## src/rtl/mdg_pkg.sv

```systemverilog
package mdg_pkg;

  typedef enum logic [2:0] {
    OP_NONE   = 3'd0,
    OP_ALLOC  = 3'd1,
    OP_MEMBER = 3'd2,
    OP_LINK   = 3'd3,
    OP_ISSUE  = 3'd4,
    OP_DONE   = 3'd5
  } mdg_op_e;

  // Per-slot update strobes produced by the dispatcher for one clock.
  typedef struct packed {
    logic alloc;
    logic add_mem;
    logic link;
    logic link_data;
    logic pred_add;
    logic pred_start;
    logic pred_skip;
    logic pred_finish;
    logic mem_issue;
    logic mem_done;
    logic crit_en;
  } slot_ev_t;

endpackage

```

## src/rtl/mdg_token_alloc.sv

```systemverilog
module mdg_token_alloc #(
  parameter int GROUPS = 8,
  parameter int TOK_W  = 4
) (
  input  logic             clk,
  input  logic             rst_n,
  input  logic             take,
  output logic [TOK_W-1:0] next_tok,
  output logic             full
);
  localparam logic [TOK_W-1:0] LAST = TOK_W'(GROUPS);

  assign full = (next_tok > LAST);

  always_ff @(posedge clk or negedge rst_n) begin
    if (!rst_n)
      next_tok <= TOK_W'(1);
    else if (take && !full)
      next_tok <= next_tok + TOK_W'(1);
  end
endmodule

```

## src/rtl/mdg_slot.sv

```systemverilog
module mdg_slot
  import mdg_pkg::*;
#(
  parameter int GROUPS = 8,
  parameter int CNT_W  = 4,
  parameter int CYC_W  = 6
) (
  input  logic              clk,
  input  logic              rst_n,
  input  slot_ev_t          ev,
  input  logic [GROUPS-1:0] link_mask,
  input  logic [CYC_W-1:0]  crit_val,
  input  logic [CYC_W-1:0]  mem_cyc,
  output logic              live,
  output logic              waiting,
  output logic              pending,
  output logic              ready,
  output logic              executing,
  output logic              executed,
  output logic [CYC_W-1:0]  crit_pred,
  output logic [CYC_W-1:0]  crit_mem,
  output logic [CNT_W-1:0]  n_pred,
  output logic [CNT_W-1:0]  n_mem,
  output logic [CNT_W-1:0]  n_exing,
  output logic [CNT_W-1:0]  n_exed,
  output logic [GROUPS-1:0] succ_order,
  output logic [GROUPS-1:0] succ_data
);
  logic [CNT_W-1:0] p_exing, p_exed;
  logic [CNT_W:0]   p_sum;
  logic [CYC_W-1:0] crit_dec, crit_nxt;

  // Status decode from the counters, masked by the live bit.
  assign p_sum     = {1'b0, p_exing} + {1'b0, p_exed};
  assign waiting   = live && ({1'b0, n_pred} > p_sum);
  assign pending   = live && (p_exing != '0) && (p_sum == {1'b0, n_pred});
  assign ready     = live && (p_exed == n_pred);
  assign executing = live && (n_exing != '0) && (n_exing == (n_mem - n_exed));
  assign executed  = live && (n_exed == n_mem);

  // Decay first, then merge a notified value as a maximum.
  always_comb begin
    crit_dec = (waiting && crit_pred != '0) ? crit_pred - CYC_W'(1) : crit_pred;
    crit_nxt = crit_dec;
    if (ev.crit_en && crit_val > crit_dec)
      crit_nxt = crit_val;
  end

  always_ff @(posedge clk or negedge rst_n) begin
    if (!rst_n) begin
      live       <= 1'b0;
      n_pred     <= '0;
      p_exing    <= '0;
      p_exed     <= '0;
      n_mem      <= '0;
      n_exing    <= '0;
      n_exed     <= '0;
      crit_pred  <= '0;
      crit_mem   <= '0;
      succ_order <= '0;
      succ_data  <= '0;
    end else if (ev.alloc) begin
      live       <= 1'b1;
      n_pred     <= '0;
      p_exing    <= '0;
      p_exed     <= '0;
      n_mem      <= '0;
      n_exing    <= '0;
      n_exed     <= '0;
      crit_pred  <= '0;
      crit_mem   <= '0;
      succ_order <= '0;
      succ_data  <= '0;
    end else begin
      n_mem   <= n_mem + CNT_W'(ev.add_mem);
      n_pred  <= n_pred + CNT_W'(ev.pred_add);
      p_exing <= p_exing + CNT_W'(ev.pred_start) - CNT_W'(ev.pred_finish);
      p_exed  <= p_exed + CNT_W'(ev.pred_skip) + CNT_W'(ev.pred_finish);
      n_exing <= n_exing + CNT_W'(ev.mem_issue) - CNT_W'(ev.mem_done);
      n_exed  <= n_exed + CNT_W'(ev.mem_done);
      crit_pred <= crit_nxt;
      if (ev.mem_issue && mem_cyc > crit_mem)
        crit_mem <= mem_cyc;
      if (ev.link && ev.link_data)
        succ_data <= succ_data | link_mask;
      if (ev.link && !ev.link_data)
        succ_order <= succ_order | link_mask;
    end
  end
endmodule

```

## src/rtl/mdg_dispatch.sv

```systemverilog
module mdg_dispatch
  import mdg_pkg::*;
#(
  parameter int GROUPS = 8,
  parameter int CNT_W  = 4,
  parameter int CYC_W  = 6,
  parameter int TOK_W  = 4
) (
  input  logic                               cmd_valid,
  input  logic [2:0]                         cmd_op,
  input  logic [TOK_W-1:0]                   cmd_tok,
  input  logic [TOK_W-1:0]                   cmd_dst,
  input  logic                               cmd_data,
  input  logic [CYC_W-1:0]                   cmd_cyc,
  input  logic [TOK_W-1:0]                   next_tok,
  input  logic                               full,
  input  logic [GROUPS-1:0]                  live,
  input  logic [GROUPS-1:0]                  ready,
  input  logic [GROUPS-1:0]                  executing,
  input  logic [GROUPS-1:0]                  executed,
  input  logic [GROUPS-1:0][CNT_W-1:0]       n_pred,
  input  logic [GROUPS-1:0][CNT_W-1:0]       n_mem,
  input  logic [GROUPS-1:0][CNT_W-1:0]       n_exing,
  input  logic [GROUPS-1:0][CNT_W-1:0]       n_exed,
  input  logic [GROUPS-1:0][CYC_W-1:0]       crit_mem,
  input  logic [GROUPS-1:0][GROUPS-1:0]      succ_order,
  input  logic [GROUPS-1:0][GROUPS-1:0]      succ_data,
  output slot_ev_t [GROUPS-1:0]              ev,
  output logic [GROUPS-1:0]                  link_mask,
  output logic [CYC_W-1:0]                   crit_val,
  output logic                               alloc_go,
  output logic                               bad
);
  localparam logic [CNT_W-1:0] CNT_MAX = '1;

  mdg_op_e             op;
  logic                s_hit, d_hit;
  logic [GROUPS-1:0]   s_oh, d_oh, a_oh, s_so, s_sd;
  logic                s_rdy, s_exing, s_exed;
  logic [CNT_W-1:0]    s_nm, s_nx, s_nd, d_np;
  logic [CYC_W-1:0]    s_cm, cm_new;
  logic [CNT_W:0]      s_started;

  assign op = mdg_op_e'(cmd_op);

  // Select the source and destination slot attributes by token.
  always_comb begin
    s_hit = 1'b0; d_hit = 1'b0;
    s_oh = '0; d_oh = '0; a_oh = '0; s_so = '0; s_sd = '0;
    s_rdy = 1'b0; s_exing = 1'b0; s_exed = 1'b0;
    s_nm = '0; s_nx = '0; s_nd = '0; d_np = '0; s_cm = '0;
    for (int g = 0; g < GROUPS; g++) begin
      a_oh[g] = (next_tok == TOK_W'(g + 1));
      if (cmd_tok == TOK_W'(g + 1) && live[g]) begin
        s_hit   = 1'b1;
        s_oh[g] = 1'b1;
        s_rdy   = ready[g];
        s_exing = executing[g];
        s_exed  = executed[g];
        s_nm    = n_mem[g];
        s_nx    = n_exing[g];
        s_nd    = n_exed[g];
        s_cm    = crit_mem[g];
        s_so    = succ_order[g];
        s_sd    = succ_data[g];
      end
      if (cmd_dst == TOK_W'(g + 1) && live[g]) begin
        d_hit   = 1'b1;
        d_oh[g] = 1'b1;
        d_np    = n_pred[g];
      end
    end
  end

  assign s_started = {1'b0, s_nx} + {1'b0, s_nd};
  assign cm_new    = (cmd_cyc > s_cm) ? cmd_cyc : s_cm;

  always_comb begin
    ev        = '0;
    link_mask = '0;
    crit_val  = '0;
    alloc_go  = 1'b0;
    bad       = 1'b0;
    if (cmd_valid) begin
      unique case (op)
        OP_NONE: ;
        OP_ALLOC: begin
          if (full) bad = 1'b1;
          else begin
            alloc_go = 1'b1;
            for (int g = 0; g < GROUPS; g++) ev[g].alloc = a_oh[g];
          end
        end
        OP_MEMBER: begin
          if (!s_hit || (s_so | s_sd) != '0 || s_nm == CNT_MAX) bad = 1'b1;
          else
            for (int g = 0; g < GROUPS; g++) ev[g].add_mem = s_oh[g];
        end
        OP_LINK: begin
          if (!s_hit || !d_hit || cmd_tok == cmd_dst || s_exed ||
              ((s_so | s_sd) & d_oh) != '0 || d_np == CNT_MAX)
            bad = 1'b1;
          else if (cmd_data || !s_exing) begin
            link_mask = d_oh;
            crit_val  = s_cm;
            for (int g = 0; g < GROUPS; g++) begin
              ev[g].link       = s_oh[g];
              ev[g].link_data  = s_oh[g] & cmd_data;
              ev[g].pred_add   = d_oh[g];
              ev[g].pred_start = d_oh[g] & s_exing;
              ev[g].crit_en    = d_oh[g] & s_exing & cmd_data;
            end
          end
        end
        OP_ISSUE: begin
          if (!s_hit || !s_rdy || s_exing || s_started >= {1'b0, s_nm}) bad = 1'b1;
          else begin
            crit_val = cm_new;
            for (int g = 0; g < GROUPS; g++) begin
              ev[g].mem_issue = s_oh[g];
              if (s_started + (CNT_W+1)'(1) == {1'b0, s_nm}) begin
                ev[g].pred_skip  = s_so[g];
                ev[g].pred_start = s_sd[g];
                ev[g].crit_en    = s_sd[g];
              end
            end
          end
        end
        OP_DONE: begin
          if (!s_hit || !s_rdy || s_nx == '0) bad = 1'b1;
          else
            for (int g = 0; g < GROUPS; g++) begin
              ev[g].mem_done = s_oh[g];
              if ({1'b0, s_nd} + (CNT_W+1)'(1) == {1'b0, s_nm})
                ev[g].pred_finish = s_sd[g];
            end
        end
        default: bad = 1'b1;
      endcase
    end
  end
endmodule

```

## src/rtl/mdg_tracker.sv

```systemverilog
module mdg_tracker
  import mdg_pkg::*;
#(
  parameter int GROUPS = 8,
  parameter int CNT_W  = 4,
  parameter int CYC_W  = 6,
  localparam int TOK_W = $clog2(GROUPS + 1)
) (
  input  logic                      clk,
  input  logic                      rst_n,
  input  logic                      cmd_valid,
  input  logic [2:0]                cmd_op,
  input  logic [TOK_W-1:0]          cmd_tok,
  input  logic [TOK_W-1:0]          cmd_dst,
  input  logic                      cmd_data,
  input  logic [CYC_W-1:0]          cmd_cyc,
  output logic [TOK_W-1:0]          next_token,
  output logic [GROUPS-1:0]         grp_live,
  output logic [GROUPS-1:0]         grp_waiting,
  output logic [GROUPS-1:0]         grp_pending,
  output logic [GROUPS-1:0]         grp_ready,
  output logic [GROUPS-1:0]         grp_executing,
  output logic [GROUPS-1:0]         grp_executed,
  output logic [GROUPS*CYC_W-1:0]   grp_crit,
  output logic                      err_flag
);
  slot_ev_t [GROUPS-1:0]         ev;
  logic [GROUPS-1:0]             link_mask;
  logic [CYC_W-1:0]              crit_val;
  logic                          alloc_go, bad, full;
  logic [GROUPS-1:0][CNT_W-1:0]  n_pred, n_mem, n_exing, n_exed;
  logic [GROUPS-1:0][CYC_W-1:0]  crit_mem, crit_pred;
  logic [GROUPS-1:0][GROUPS-1:0] succ_order, succ_data;

  mdg_token_alloc #(.GROUPS(GROUPS), .TOK_W(TOK_W)) i_alloc (
    .clk(clk), .rst_n(rst_n), .take(alloc_go), .next_tok(next_token), .full(full)
  );

  mdg_dispatch #(.GROUPS(GROUPS), .CNT_W(CNT_W), .CYC_W(CYC_W), .TOK_W(TOK_W)) i_disp (
    .cmd_valid(cmd_valid), .cmd_op(cmd_op), .cmd_tok(cmd_tok), .cmd_dst(cmd_dst),
    .cmd_data(cmd_data), .cmd_cyc(cmd_cyc), .next_tok(next_token), .full(full),
    .live(grp_live), .ready(grp_ready), .executing(grp_executing),
    .executed(grp_executed), .n_pred(n_pred), .n_mem(n_mem), .n_exing(n_exing),
    .n_exed(n_exed), .crit_mem(crit_mem), .succ_order(succ_order),
    .succ_data(succ_data), .ev(ev), .link_mask(link_mask), .crit_val(crit_val),
    .alloc_go(alloc_go), .bad(bad)
  );

  for (genvar g = 0; g < GROUPS; g++) begin : g_slot
    mdg_slot #(.GROUPS(GROUPS), .CNT_W(CNT_W), .CYC_W(CYC_W)) i_slot (
      .clk(clk), .rst_n(rst_n), .ev(ev[g]), .link_mask(link_mask),
      .crit_val(crit_val), .mem_cyc(cmd_cyc),
      .live(grp_live[g]), .waiting(grp_waiting[g]), .pending(grp_pending[g]),
      .ready(grp_ready[g]), .executing(grp_executing[g]),
      .executed(grp_executed[g]), .crit_pred(crit_pred[g]),
      .crit_mem(crit_mem[g]), .n_pred(n_pred[g]), .n_mem(n_mem[g]),
      .n_exing(n_exing[g]), .n_exed(n_exed[g]),
      .succ_order(succ_order[g]), .succ_data(succ_data[g])
    );
    assign grp_crit[g*CYC_W +: CYC_W] = crit_pred[g];
  end

  always_ff @(posedge clk or negedge rst_n) begin
    if (!rst_n) err_flag <= 1'b0;
    else if (bad) err_flag <= 1'b1;
  end
endmodule

```

## config.mk

```make
export PLATFORM = sky130hd
export DESIGN_NAME = mdg_tracker
export DESIGN_NICKNAME = d
export VERILOG_FILES = /design/src/rtl/mdg_pkg.sv /design/src/rtl/mdg_token_alloc.sv /design/src/rtl/mdg_slot.sv /design/src/rtl/mdg_dispatch.sv /design/src/rtl/mdg_tracker.sv
export SDC_FILE = /design/constraint.sdc
export NUM_CORES = 1
export LEC_CHECK = 0
export BUFFER_PORTS_ARGS = -buffer_cell sky130_fd_sc_hd__buf_2
export CORE_MARGIN = 4
export CORE_UTILIZATION = 30
export DETAILED_ROUTE_END_ITERATION = 16
export PLACE_DENSITY_LB_ADDON = 0.15
export SLEW_MARGIN = 25
export SYNTH_ARGS = -nofsm -noshare
export SYNTH_HDL_FRONTEND = slang
export SYNTH_SLANG_ARGS = --single-unit
```

## constraint.sdc

```tcl
create_clock -name clk -period 7.9 [get_ports clk]
set_input_delay 1.58 -clock clk [delete_from_list [all_inputs] [get_ports clk]]
set_output_delay 1.58 -clock clk [all_outputs]
set_load 0.01 [all_outputs]
```

==> results.ini <==
[detailed_routing]
drtAntennaViolNets=0
drt-total-wl_um=115000
dr_total_vias=25542
first_iter_violations=1772
vias_per_cell=5.13
firstDrtPassIters=5
wire_per_inst_um=23.0
drc=0

[worst_hold_path]
min_path_type=flop to flop

[yosys]
async_flop_share_pct=100
yosys.area_share.simple_pct=18.4
synth.distinct_cells=93
synth_adder_area_share_pct=17.1
netlist_instances=3379
synth-compound-area-share_pct=15.7
netlist_area_mm2=0.0308
yosysMostFrequentCell=dfrtp_1
yosys.area.top_type=dfrtp_1
avgSynthCellArea_um2=9.13
ys_warn_count=0
synth_mux_area_share_pct=0.852
synth_top_cell_area_share_pct=34.7
synth_edf_count=0
syn-num-nets=3797
ys_seq_elements=429
synth-xor-area-share_pct=6.62
synthFlopType=dfrtp_1
synth_top_family_by_area=simple AND/OR/NAND/NOR gates
ys_seq_area_share_pct=34.8
netlist_top_cells_count=dfrtp_1 (428), ha_1 (356), nor2_1 (325)
synth_area_leaders=dfrtp_1 (35%), ha_1 (14%), xnor2_1 (4.2%), nor2_1 (4.0%), inv_1 (3.4%)

[outcome]
status=complete, no violations

[setup_path]
cpPeakStageDelay_ps=480
cp_slowest_cell=fa_1
worstPathRequired_ps=8420
worstPathArrival_ps=7980
crit_fanout=6
cp-start-kind=input port
crit_type=input port to flop
critPathCaptureType=flop

[floorplanning]
start_util_pct=30.3
die_height_um=329
die_w_um=329
row_count=117
dieArea_mm2=0.108
boundaryPins=122
core-area_mm2=0.102

[global_routing]
grt_max_degree=149
grt_pass1_vias=25621
gr-total-overflow=0
grt_usage_pct=21.1
grt_pass1_wl_um=171000
antenna_found_initial=9

[clock_network]
cts_setup_buffers=0
numCtsBuffers=53
cts.sinks=429
cts_tree=yes
cts_htree_levels=2
cts_hold_buf=0
cts_buffer_depth=3
clock_latency_ps=650
cts_root_buffer=clkbuf_16
clk_pin_slew_ps=60

[sta]
max_freq_ghz=0.134
period_needed_ps=7460
max-slew-margin-rel_pct=30.3
setup_viol=0
drv_slew=0
rsz0062_at_grt=false
max_slew.worst_pin.slew_ps=1030
fin_hold_ws_ps=479
clock_skew_ps=56.0
hold_viol_final=0
period_share_pct=94.5

[placed_design]
port_buffers=121
dpl_cell_area_mm2=0.0338
dp_hpwl_um=87000
dp.cells=4881
routabilityCongestion=0.882

[final_layout]
layout.nets=3986
fin_cells=4982
design_area_mm2=0.0357
fillers=10575
layout-drive-gt1-share_pct=12.8
area_delta_synth_final_pct=15.9

[job]
max_cap_viol_count=0

[power]
irDropWorstVdd_v=0.000196
power_density_mw_per_mm2=226
total_power_uw=8070
p_leak_uw=0.0169

state kept, by name, indices dropped and copies added (netlist names), 48 cells and up:
signal	flops
g_slot.i_slot.crit_mem	48
g_slot.i_slot.succ_order	64
g_slot.i_slot.succ_data	64
g_slot.i_slot.crit_pred	48
cells in the final DEF, fill, tap and decap left out, types with 11 or more instances in the layout:
cell type | netlist | final
and2_1 | 121 | 121
ha_1 | 356 | 356
nor2b_1 | 48 | 48
o21ai_1 | 55 | 55
nand2b_1 | 36 | 36
a22oi_1 | 38 | 38
o22ai_1 | 40 | 38
nand3b_1 | 14 | 14
o21a_1 | 80 | 80
a221oi_1 | 39 | 38
buf_4 | 54 | 185
buf_2 | 27 | 120
clkbuf_16 | 0 | 53
xor2_1 | 86 | 86
fa_1 | 41 | 41
xnor2_1 | 147 | 146
nor2_1 | 325 | 319
dfrtp_1 | 428 | 428
a21oi_1 | 126 | 125
nor3_1 | 48 | 48
nand2_1 | 259 | 258
clkbuf_8 | 0 | 13
o211ai_1 | 14 | 14
nand3_1 | 98 | 96
inv_1 | 279 | 279
o21ai_0 | 119 | 117
mux2i_1 | 15 | 15
a211oi_1 | 15 | 14
and4_1 | 12 | 12
nor3b_1 | 18 | 16
nor4_1 | 23 | 23
a31oi_1 | 11 | 11
o221ai_1 | 26 | 26
nand4_1 | 33 | 33
a21o_1 | 54 | 54
and3_1 | 23 | 21
power by group:
part           switching, uW  internal [uW]  total, uW
combinational           1460           1110       2560
clock                   1070           1650       2720
sequential               330           2460       2790
critical path: cells and delay by family:
family / cells / cell delay, ps
buffers and inverters: 5 / 610
multiplexers: 1 / 170
AO/OA/AOI/OAI: 15 / 2770
adder cells (fa/ha/maj): 4 / 1180
AND/OR/NAND/NOR: 8 / 1640
logic make-up after synthesis:
| kind of cell | Yosys count |
|---|---|
| AOI/OAI and AO/OA | 717 |
| muxes | 25 |
| adders and majority gates | 397 |
| xor gates and xnor gates | 233 |
| and+or+nand+nor | 1122 |
| buffers and inverters | 456 |
| DFF | 429 |
what timing repair did:
action | in CTS | in global routing
endpoints found under the setup margin | 0 | 16
resized for setup | 0 | 2
hold endpoints to repair | 0 | 0
area by class of cell:
type / instances / area, um^2 / area share, %
Antenna cell: 6 / 15.0 / 0.0420
Clock buffer: 74 / 1540 / 4.30
Timing Repair Buffer: 311 / 2100 / 5.89
Tap cell: 1368 / 1710 / 4.79
Sequential cell: 429 / 10700 / 30.0
Inverter: 279 / 1050 / 2.93
Clock inverter: 21 / 382 / 1.07
Multi-Input combinational cell: 2494 / 18200 / 50.9
per-stage QoR:
step | setup slack (ps) | utilization [%] | TNS (ps)
5_1_grt | 10.8 | 35.1 | 0
3_5_place_dp | -220 | 33.2 | -4510
4_1_cts | 473 | 35.0 | 0
6_report | 438 | 35.1 | 0
2_1_floorplan | 8.09 | - | 0
3_3_place_gp | -208 | 33.2 | -3430
path summary, 6_finish.rpt:
| path | startpoint | slack, ps | depth (start not counted) | endpoint |
|---|---|---|---|---|
| max in group asynchronous | rst_n | 5690 | 2 | g_slot[2].i_slot.crit_pred[3] |
| worst max register to register | g_slot[4].i_slot.live | 1160 | 31 | g_slot[1].i_slot.crit_pred[0] |
| worst min register to register | g_slot[4].i_slot.succ_order[3] | 480 | 2 | g_slot[4].i_slot.succ_order[3] |
| min in group asynchronous | rst_n | 940 | 1 | g_slot[4].i_slot.n_mem[1] |
| worst min-delay path | g_slot[4].i_slot.succ_order[3] | 480 | 2 | g_slot[4].i_slot.succ_order[3] |
| worst max-delay path | cmd_tok[1] | 440 | 33 | g_slot[1].i_slot.crit_pred[0] |
metal layers:
metal,track usage (%),share of wire (%),vias up
li1,-,-,12126
met1,29.1,46,12608
met2,34.3,46,650
met3,2.65,4.9,156
met4,6.90,3.5,2
met5,0,0.0087,-
Note: power is estimated with default switching activity, not from simulation.
